$ cat src/rtl/ipcs_pkg.sv
package ipcs_pkg;

    // Control states of the checksum walker
    typedef enum logic [1:0] {
        ST_FIRST = 2'd0,
        ST_ACCUM = 2'd1,
        ST_FOLD  = 2'd2,
        ST_DONE  = 2'd3
    } ipcs_state_e;

    // Header words are always 32 bits; halfwords are what gets summed
    localparam int WORD_W = 32;
    localparam int HALF_W = WORD_W / 2;

endpackage

$ cat src/rtl/ipcs_seq.sv
module ipcs_seq
    import ipcs_pkg::*;
#(
    parameter int CNT_W     = 4,
    parameter int MIN_HLEN  = 5,
    parameter int SKIP_WORD = 2
) (
    input  logic             clk,
    input  logic             rst_n,
    input  logic             sel,
    input  logic [CNT_W-1:0] len_field,
    input  logic             carry,
    output ipcs_state_e      state,
    output logic [CNT_W-1:0] word_cnt,
    output logic             take,
    output logic             skip_lo,
    output logic             fold_en,
    output logic             done
);

    localparam logic [CNT_W-1:0] MIN_LEN  = CNT_W'(MIN_HLEN);
    localparam logic [CNT_W-1:0] SKIP_IDX = CNT_W'(SKIP_WORD);
    localparam logic [CNT_W-1:0] ONE      = CNT_W'(1);

    ipcs_state_e      state_n;
    logic [CNT_W-1:0] hlen_q;
    logic [CNT_W-1:0] hlen_n;
    logic [CNT_W-1:0] cnt_n;
    logic [CNT_W-1:0] len_clamped;
    logic             last_word;

    assign len_clamped = (len_field < MIN_LEN) ? MIN_LEN : len_field;
    assign last_word   = (word_cnt == (hlen_q - ONE));

    // State, word count and latched length
    always_ff @(posedge clk or negedge rst_n) begin
        if (!rst_n) begin
            state    <= ST_FIRST;
            word_cnt <= '0;
            hlen_q   <= MIN_LEN;
        end else begin
            state    <= state_n;
            word_cnt <= cnt_n;
            hlen_q   <= hlen_n;
        end
    end

    // Next-state selection
    always_comb begin
        state_n = state;
        cnt_n   = word_cnt;
        hlen_n  = hlen_q;
        unique case (state)
            ST_FIRST: begin
                if (sel) begin
                    hlen_n  = len_clamped;
                    cnt_n   = ONE;
                    state_n = ST_ACCUM;
                end
            end
            ST_ACCUM: begin
                if (sel) begin
                    cnt_n = word_cnt + ONE;
                    if (last_word) begin
                        state_n = ST_FOLD;
                    end
                end
            end
            ST_FOLD: begin
                if (!carry) begin
                    state_n = ST_DONE;
                end
            end
            ST_DONE: begin
                state_n = ST_FIRST;
                cnt_n   = '0;
                hlen_n  = MIN_LEN;
            end
            default: begin
                state_n = ST_FIRST;
            end
        endcase
    end

    // Per-state strobes for the datapath
    always_comb begin
        take    = 1'b0;
        skip_lo = 1'b0;
        fold_en = 1'b0;
        done    = 1'b0;
        unique case (state)
            ST_FIRST: take = sel;
            ST_ACCUM: begin
                take    = sel;
                skip_lo = (word_cnt == SKIP_IDX);
            end
            ST_FOLD:  fold_en = carry;
            ST_DONE:  done = 1'b1;
            default:  take = 1'b0;
        endcase
    end

    // the latched length stays inside the legal range while summing
    assert_len_range_R4: assert property (@(posedge clk) disable iff (!rst_n)
        (state == ST_ACCUM) |-> (hlen_q >= MIN_LEN))
        else $error("length below minimum");

    // the count never runs past the header length
    assert_cnt_bound_R6: assert property (@(posedge clk) disable iff (!rst_n)
        (word_cnt <= hlen_q))
        else $error("word count beyond header");

    // a wait cycle keeps the count and the state
    assert_wait_hold_R5: assert property (@(posedge clk) disable iff (!rst_n)
        (state == ST_ACCUM && !sel) |=> (state == ST_ACCUM && word_cnt == $past(word_cnt)))
        else $error("count moved without select");

    // the result cycle is followed by a clean idle state
    assert_done_return_R8: assert property (@(posedge clk) disable iff (!rst_n)
        (state == ST_DONE) |=> (state == ST_FIRST && word_cnt == '0))
        else $error("no return to idle");

endmodule

$ cat src/rtl/ipcs_accum.sv
module ipcs_accum
    import ipcs_pkg::*;
#(
    parameter int SUM_W = 32
) (
    input  logic              clk,
    input  logic              rst_n,
    input  logic [WORD_W-1:0] word_in,
    input  logic              take,
    input  logic              skip_lo,
    input  logic              fold_en,
    input  logic              clr,
    output logic [SUM_W-1:0]  sum_q,
    output logic              carry,
    output logic [HALF_W-1:0] sum_lo
);

    logic [SUM_W-1:0] word_hi;
    logic [SUM_W-1:0] word_lo;
    logic [SUM_W-1:0] folded;
    logic [SUM_W-1:0] sum_d;

    assign word_hi = SUM_W'(word_in[WORD_W-1:HALF_W]);
    assign word_lo = skip_lo ? '0 : SUM_W'(word_in[HALF_W-1:0]);
    assign folded  = SUM_W'(sum_q[HALF_W-1:0]) + SUM_W'(sum_q[SUM_W-1:HALF_W]);
    assign carry   = |sum_q[SUM_W-1:HALF_W];
    assign sum_lo  = sum_q[HALF_W-1:0];

    always_comb begin
        if (clr) begin
            sum_d = '0;
        end else if (take) begin
            sum_d = sum_q + word_hi + word_lo;
        end else if (fold_en) begin
            sum_d = folded;
        end else begin
            sum_d = sum_q;
        end
    end

    always_ff @(posedge clk or negedge rst_n) begin
        if (!rst_n) begin
            sum_q <= '0;
        end else begin
            sum_q <= sum_d;
        end
    end

    // each fold pass strictly reduces the running sum
    assert_fold_shrinks_R7: assert property (@(posedge clk) disable iff (!rst_n)
        fold_en |=> (sum_q < $past(sum_q)))
        else $error("fold did not reduce sum");

endmodule

$ cat src/rtl/ipcs_addr.sv
module ipcs_addr #(
    parameter int ADDR_W = 32,
    parameter int CNT_W  = 4
) (
    input  logic [ADDR_W-1:0] hdr_base,
    input  logic [CNT_W-1:0]  word_cnt,
    output logic [ADDR_W-1:0] rd_addr
);

    localparam int BYTE_SHIFT = 2;

    assign rd_addr = hdr_base + (ADDR_W'(word_cnt) << BYTE_SHIFT);

endmodule

$ cat src/rtl/ipv4_hdr_csum.sv
module ipv4_hdr_csum
    import ipcs_pkg::*;
#(
    parameter int ADDR_W    = 32,
    parameter int SUM_W     = 32,
    parameter int CNT_W     = 4,
    parameter int MIN_HLEN  = 5,
    parameter int SKIP_WORD = 2,
    parameter int LEN_LSB   = 24
) (
    input  logic              clk,
    input  logic              rst_n,
    input  logic              sel,
    input  logic [WORD_W-1:0] rd_data,
    input  logic [ADDR_W-1:0] hdr_base,
    output logic [ADDR_W-1:0] rd_addr,
    output logic [WORD_W-1:0] csum,
    output logic              done
);

    ipcs_state_e       state;
    logic [CNT_W-1:0]  word_cnt;
    logic              take;
    logic              skip_lo;
    logic              fold_en;
    logic              carry;
    logic [SUM_W-1:0]  sum_q;
    logic [HALF_W-1:0] sum_lo;
    logic [CNT_W-1:0]  len_field;

    assign len_field = rd_data[LEN_LSB +: CNT_W];

    ipcs_seq #(
        .CNT_W     (CNT_W),
        .MIN_HLEN  (MIN_HLEN),
        .SKIP_WORD (SKIP_WORD)
    ) u_seq (
        .clk       (clk),
        .rst_n     (rst_n),
        .sel       (sel),
        .len_field (len_field),
        .carry     (carry),
        .state     (state),
        .word_cnt  (word_cnt),
        .take      (take),
        .skip_lo   (skip_lo),
        .fold_en   (fold_en),
        .done      (done)
    );

    ipcs_accum #(
        .SUM_W (SUM_W)
    ) u_acc (
        .clk     (clk),
        .rst_n   (rst_n),
        .word_in (rd_data),
        .take    (take),
        .skip_lo (skip_lo),
        .fold_en (fold_en),
        .clr     (done),
        .sum_q   (sum_q),
        .carry   (carry),
        .sum_lo  (sum_lo)
    );

    ipcs_addr #(
        .ADDR_W (ADDR_W),
        .CNT_W  (CNT_W)
    ) u_addr (
        .hdr_base (hdr_base),
        .word_cnt (word_cnt),
        .rd_addr  (rd_addr)
    );

    // Result is shown only in the done cycle
    assign csum = done ? {{(WORD_W-HALF_W){1'b0}}, ~sum_lo} : '0;

    // every consumed word advances the address by one word
    assert_addr_step_R6: assert property (@(posedge clk) disable iff (!rst_n)
        take |=> (!$stable(hdr_base) || rd_addr == $past(rd_addr) + ADDR_W'(4)))
        else $error("address did not step by 4");

    // the partial sum is frozen in a wait cycle
    assert_wait_sum_R5: assert property (@(posedge clk) disable iff (!rst_n)
        (state == ST_ACCUM && !sel) |=> $stable(sum_q))
        else $error("sum changed without select");

    // done is only reached once folding has finished
    assert_fold_clean_R7: assert property (@(posedge clk) disable iff (!rst_n)
        done |-> !carry)
        else $error("done with carry pending");

    // single-cycle done, then a cleared output and sum
    assert_done_pulse_R8: assert property (@(posedge clk) disable iff (!rst_n)
        done |=> (!done && csum == '0 && sum_q == '0))
        else $error("done not a single clean pulse");

    // select cannot move the address while folding
    assert_sel_ignored_R9: assert property (@(posedge clk) disable iff (!rst_n)
        (state == ST_FOLD) |=> ($stable(rd_addr) || !$stable(hdr_base)))
        else $error("address moved during fold");

endmodule

$ cat config.mk
export PLATFORM = sky130hd
export DESIGN_NAME = ipv4_hdr_csum
export DESIGN_NICKNAME = d
export VERILOG_FILES = /design/src/rtl/ipcs_pkg.sv /design/src/rtl/ipcs_seq.sv /design/src/rtl/ipcs_accum.sv /design/src/rtl/ipcs_addr.sv /design/src/rtl/ipv4_hdr_csum.sv
export SDC_FILE = /design/constraint.sdc
export NUM_CORES = 1
export LEC_CHECK = 0
export ABC_CLOCK_PERIOD_IN_PS = 4800
export BUFFER_PORTS_ARGS = -buffer_cell sky130_fd_sc_hd__buf_4
export CORE_ASPECT_RATIO = 1.25
export CORE_MARGIN = 3
export CORE_UTILIZATION = 56
export DETAILED_ROUTE_END_ITERATION = 10
export PLACE_DENSITY = 0.94
export SETUP_SLACK_MARGIN = 0.1
export SLEW_MARGIN = 20
export SYNTH_ARGS = -nofsm -noshare
export SYNTH_HDL_FRONTEND = slang
export SYNTH_HIERARCHICAL = 1
export SYNTH_SLANG_ARGS = --single-unit
$ cat constraint.sdc
create_clock -name clk -period 4.8 [get_ports clk]
set_clock_uncertainty 0.15 [all_clocks]
set_input_delay 0.48 -clock clk [delete_from_list [all_inputs] [get_ports clk]]
set_output_delay 0.48 -clock clk [all_outputs]
set_load 0.005 [all_outputs]
* After elaboration in Yosys (flattened, before gate mapping) *
Index checks and enable logic that the tools add are counted.

operators by class
  add/subtract/negate cells = 6
  magnitude comparators = 1
  equality and inequality tests = 9
  muxes and demuxes = 20
  bitwise operators = 1
  reduce and logical (&&, ||, !) cells = 9

operators with widths
  operator                                              number
  2-to-1 mux 32 bit                                     3
  adder 32 x 16 -> 32 bit                               1
  adder 32 bit                                          1
  adder 32 x 6 -> 32 bit                                1
  2-to-1 mux 16 bit                                     2
  adder 16 x 16 -> 17 bit                               1
  2-to-1 mux 4 bit                                      4
  NOT 16 bit                                            1
  OR reduction 16 bit                                   1
  case mux 4 bit (3 select lines)                       1
  2-to-1 mux 2 bit                                      4
  case mux 2 bit (4 select lines)                       1
  case mux 4 bit (2 select lines)                       1
  inequality test 2 bit (second input constant)         3
  nonzero test 3 bit                                    2
  adder 4 x 1 -> 4 bit (second input constant)          1
  equality test 2 bit (second input constant)           2
  equality test 4 x 2 -> 1 bit (second input constant)  1
  equality test 4 bit                                   1
  < comparator 4 x 3 -> 1 bit (second input constant)   1
  2-to-1 mux 1 bit                                      4
  AND reduction 4 bit                                   1
  subtractor 4 x 1 -> 4 bit (second input constant)     1
  AND reduction 3 bit                                   1
  6 further kinds                                       6

storage, ports and cells
  bits in registers = 42
  input port bits = 67
  output and inout port bits = 65
  logic and storage cells = 50

* Longest topological paths before layout *
  word-level depth = 6
  depth in mapped cells = 16
  mapped depth without buffers = 15

* Modules after synthesis *
The synthesis kept the hierarchy.

modules (own cells, without submodules)
  module         instances  cells each  area each (µm²)  sequential area each (µm²)
  ipcs_accum     1          420         3634.7           800.8
  ipcs_seq       1          86          770.7            252.7
  ipcs_addr      1          105         739.5            0.0
  ipv4_hdr_csum  1          34          310.3            0.0

* Least setup slack after synthesis *
Ideal clock, no wire load.

  path type = register -> register
  start point = reg u_seq.state[1]
  end point = reg u_acc.sum_q[29]
  library setup time = 0.077 ns
  arrival time = 4.188 ns
  data required time = 4.573 ns
  setup slack = 0.385 ns
  stages on the path, launching flop included = 17
  buffers on the path = 2
  period minus slack after synthesis = 4.415 ns
  cell sequence = dfrtp_1 -> inv_1 -> ha_1 -> inv_1 -> nor4b_1 -> clkbuf_1 -> nor2b_1 -> fa_1 -> ha_1 -> a21o_1 -> a221oi_2 -> o21ai_1 -> a41o_1 -> buf_6 -> a31oi_1 -> o21ai_1 -> o21ai_1

on the way
  word-level cells in the longest chain between the ends = 6
  elaborated cells on any way between the ends = 14
  classes of those cells = add/sub (1); eq/ne (3); mux (7); reduce/logical (3)

ends and longest elaborated chain
  item                          RTL line             text
  start: declaration            ipcs_seq.sv:13       output ipcs_state_e state,
  start signal: assignment      ipcs_seq.sv:42       state <= state_n;
  equality test 2 x 1 -> 1 bit  ipcs_seq.sv:91       unique case (state)
  2-to-1 mux 1 bit              ipcs_seq.sv:91
  named net skip_lo             ipv4_hdr_csum.sv:24  logic skip_lo;
  2-to-1 mux 16 bit             ipcs_accum.sv:24     assign word_lo = skip_lo ? '0 : SUM_W'(word_in[HALF_W-1:0]);
  adder 32 bit                  ipcs_accum.sv:33     sum_d = sum_q + word_hi + word_lo;
  2-to-1 mux 32 bit             ipcs_accum.sv:32     end else if (take) begin
  2-to-1 mux 32 bit             ipcs_accum.sv:30     if (clr) begin
  end signal: assignment        ipcs_accum.sv:45     sum_q <= sum_d;
  end: declaration              ipcs_accum.sv:13     output logic [SUM_W-1:0] sum_q,

The timed path passes the listed nets, and every way through them passes these cells.
A chain may end at the register's enable or synchronous reset.

* Worst setup path after layout *
  start point = reg u_seq.state[1]
  end point = reg u_acc.sum_q[13]

Same word-level chain as after synthesis.

==> impl_metrics.ini <==
[worst_setup_path]
timing.rr.end = u_acc/sum_q[13]
critPathCaptureType = register
startpoint_type = register
r2r-start = u_seq/state[1]
r2r_cells = 17
reg2reg_setup_slack_ns = 0.28
path_class = register to register
cp_max_fo = 16
critPathArrivalTime_ns = 4.53
cp.required_ns = 4.81

[global_routing]
gr-total-overflow = 0
grt_max_degree = 43
grt_antenna_before_repair = 0
grtUsageTotal_pct = 29.7
grt_first_pass_wirelength_mm = 25.8
grt_pass1_vias = 5597

[pwr]
cellLeakagePower_nw = 2.92
p_per_area_nw_per_um2 = 524
ir_drop_mv = 0.232

[clock_network]
h-tree-depth = 2
cts.sinks = 42
clockBufferDepth = 2
cts_inserted_buffers = 5
path_clk_slew_ns = 0.07
clk_latency_ns = 0.29
cts-root-buf = clkbuf_16
cts_tree = built

[place]
gp_congestion = 0.959
pre_cts_slack_ns = 0.131
io_buffers = 111
dp_hpwl_mm = 12.3

[cells_and_area]
layout-drive-gt1-share_pct = 21.3
areaGrowthSynthToFinish_pct = 19.8
fin_nets = 857
diodes = 0

[drt]
drtPass1Iterations = 8
avgViaCountPerCell = 6.65
vias = 5664
wl_mm = 16.8
drt-initial-drc-count = 593
wire_per_inst_um = 19.7
drc = 0
drtAntennaViolNets = 0

[outcome]
run_status = finished clean

[synthesis]
yosysWarnings = 6
synthCells = 629
syn_area_um2 = 5340
avgSynthCellArea_um2 = 8.48

[die]
core_area_um2 = 9220
fp-row-count = 39
die_w_um = 93.3
die-area_um2 = 10700
die_h_um = 115
num_io_pins = 132
initial_core_util_pct = 57.8

[sta]
finalSetupViolations = 0
report.final.hold_viol_count = 0
whs_ns = 0.0385
rsz0062_at_grt = no
max_freq_ghz = 0.221
final_max_slew_viol_count = 0
worst_pin_slew_ns = 1.02
worst_slack_ns = 0.283
min_period_ns = 4.52
tns_ns = 0
period_share_pct = 94.1
max-slew-margin-rel_pct = 31.7

[flow_run]
cap_violations = 0

[min_path]
hold_class = input port to asynchronous set/reset pin
[sequential cells by signal, summed over array words and instances, names as in the netlist]
signal and cells:
u_seq/hlen_q 4, u_seq/word_cnt 4, u_acc/sum_q 32, u_seq/state 2
[per-layer routing]
layer	routed length [um]	share of wire [%]	track usage, %	vias up
met4	898	5.4	17.1	0
li1	-	-	-	2477
met5	0	0	0	-
met2	8510	51	54.9	441
met1	5730	34	30.6	2633
met3	1620	9.7	6.22	113
[power by group]
part           leakage (nW)  internal [mW]  switching [mW]
Sequential            0.554          0.456           0.194
Clock                0.0841          0.260           0.144
Combinational          2.28          0.988            1.31
[cell usage in the layout, fill, tap and decap left out, drive strengths merged, types with 3 or more instances in the layout]
| cell | n |
|---|---|
| o21ai | 45 |
| clkbuf | 7 |
| and4 | 3 |
| xor2 | 15 |
| o211ai | 7 |
| nor2 | 34 |
| a21oi | 41 |
| nor2b | 44 |
| xnor2 | 42 |
| nand2 | 38 |
| buf | 118 |
| and3 | 18 |
| a221oi | 4 |
| conb | 16 |
| or3 | 3 |
| nor4 | 5 |
| o21a | 5 |
| nand4b | 3 |
| a211oi | 11 |
| nand4 | 24 |
| fa | 19 |
| nand2b | 4 |
| nor3 | 9 |
| nor4b | 3 |
| nand3 | 28 |
| a31oi | 15 |
| and2 | 6 |
| inv | 23 |
| a21o | 7 |
| a22oi | 6 |
| dfrtp | 40 |
| a211o | 3 |
| o221ai | 5 |
| ha | 43 |
| o22ai | 5 |
| mux2i | 4 |
[repair_timing]
| item | CTS | global route |
|---|---|---|
| resized for setup | 0 | 4 |
| setup endpoints to repair | 0 | 14 |
| hold buffers | 0 | 0 |
| buffers inserted | 0 | 2 |
[stage by stage]
stage,cells,util [%],instance area [um2],power (mW)
6_report,852,69.3,6390,3.35
3_5_place_dp,842,67.0,6180,2.77
2_1_floorplan,644,-,5390,2.14
4_1_cts,850,68.9,6350,3.21
5_1_grt,852,69.3,6390,3.55
3_3_place_gp,842,67.0,6180,2.66
[area by class of cell]
| class | count | area (um2) |
|---|---|---|
| tap | 123 | 154 |
| fill | 646 | 2830 |
| sequential | 42 | 1050 |
| inverter | 23 | 86.3 |
| clock inverter | 1 | 30.0 |
| multi-input combinational | 538 | 4030 |
| timing repair buffer | 118 | 898 |
| clock buffer | 7 | 143 |
[critical path, stage by stage, from the launching register on]
cell and delay, ns:
dfrtp_1 0.48, inv_1 0.12, ha_2 0.25, inv_1 0.16, nor4b_4 0.30, buf_12 0.19
nor2b_1 0.07, fa_1 0.46, ha_1 0.25, fa_1 0.41, a21o_1 0.24, a221oi_4 0.37
buf_4 0.18, o221ai_2 0.14, o31ai_2 0.23, xnor2_1 0.09, a22oi_1 0.17, o21ai_1 0.10
[worst max-delay path by stage]
| stage | from | endpoint | slack [ns] |
|---|---|---|---|
| after floorplan | u_seq/state[1] | u_acc/sum_q[29] | 0.39 |
| after global placement | u_seq/state[1] | u_acc/sum_q[23] | 0.42 |
| after detailed placement | u_seq/state[1] | u_acc/sum_q[21] | 0.13 |
| after CTS | u_seq/state[1] | u_acc/sum_q[21] | 0.11 |
| final | u_seq/state[1] | u_acc/sum_q[13] | 0.28 |
| after global routing | u_seq/state[1] | u_acc/sum_q[21] | 0.12 |
(Power assumes the default switching activity.)
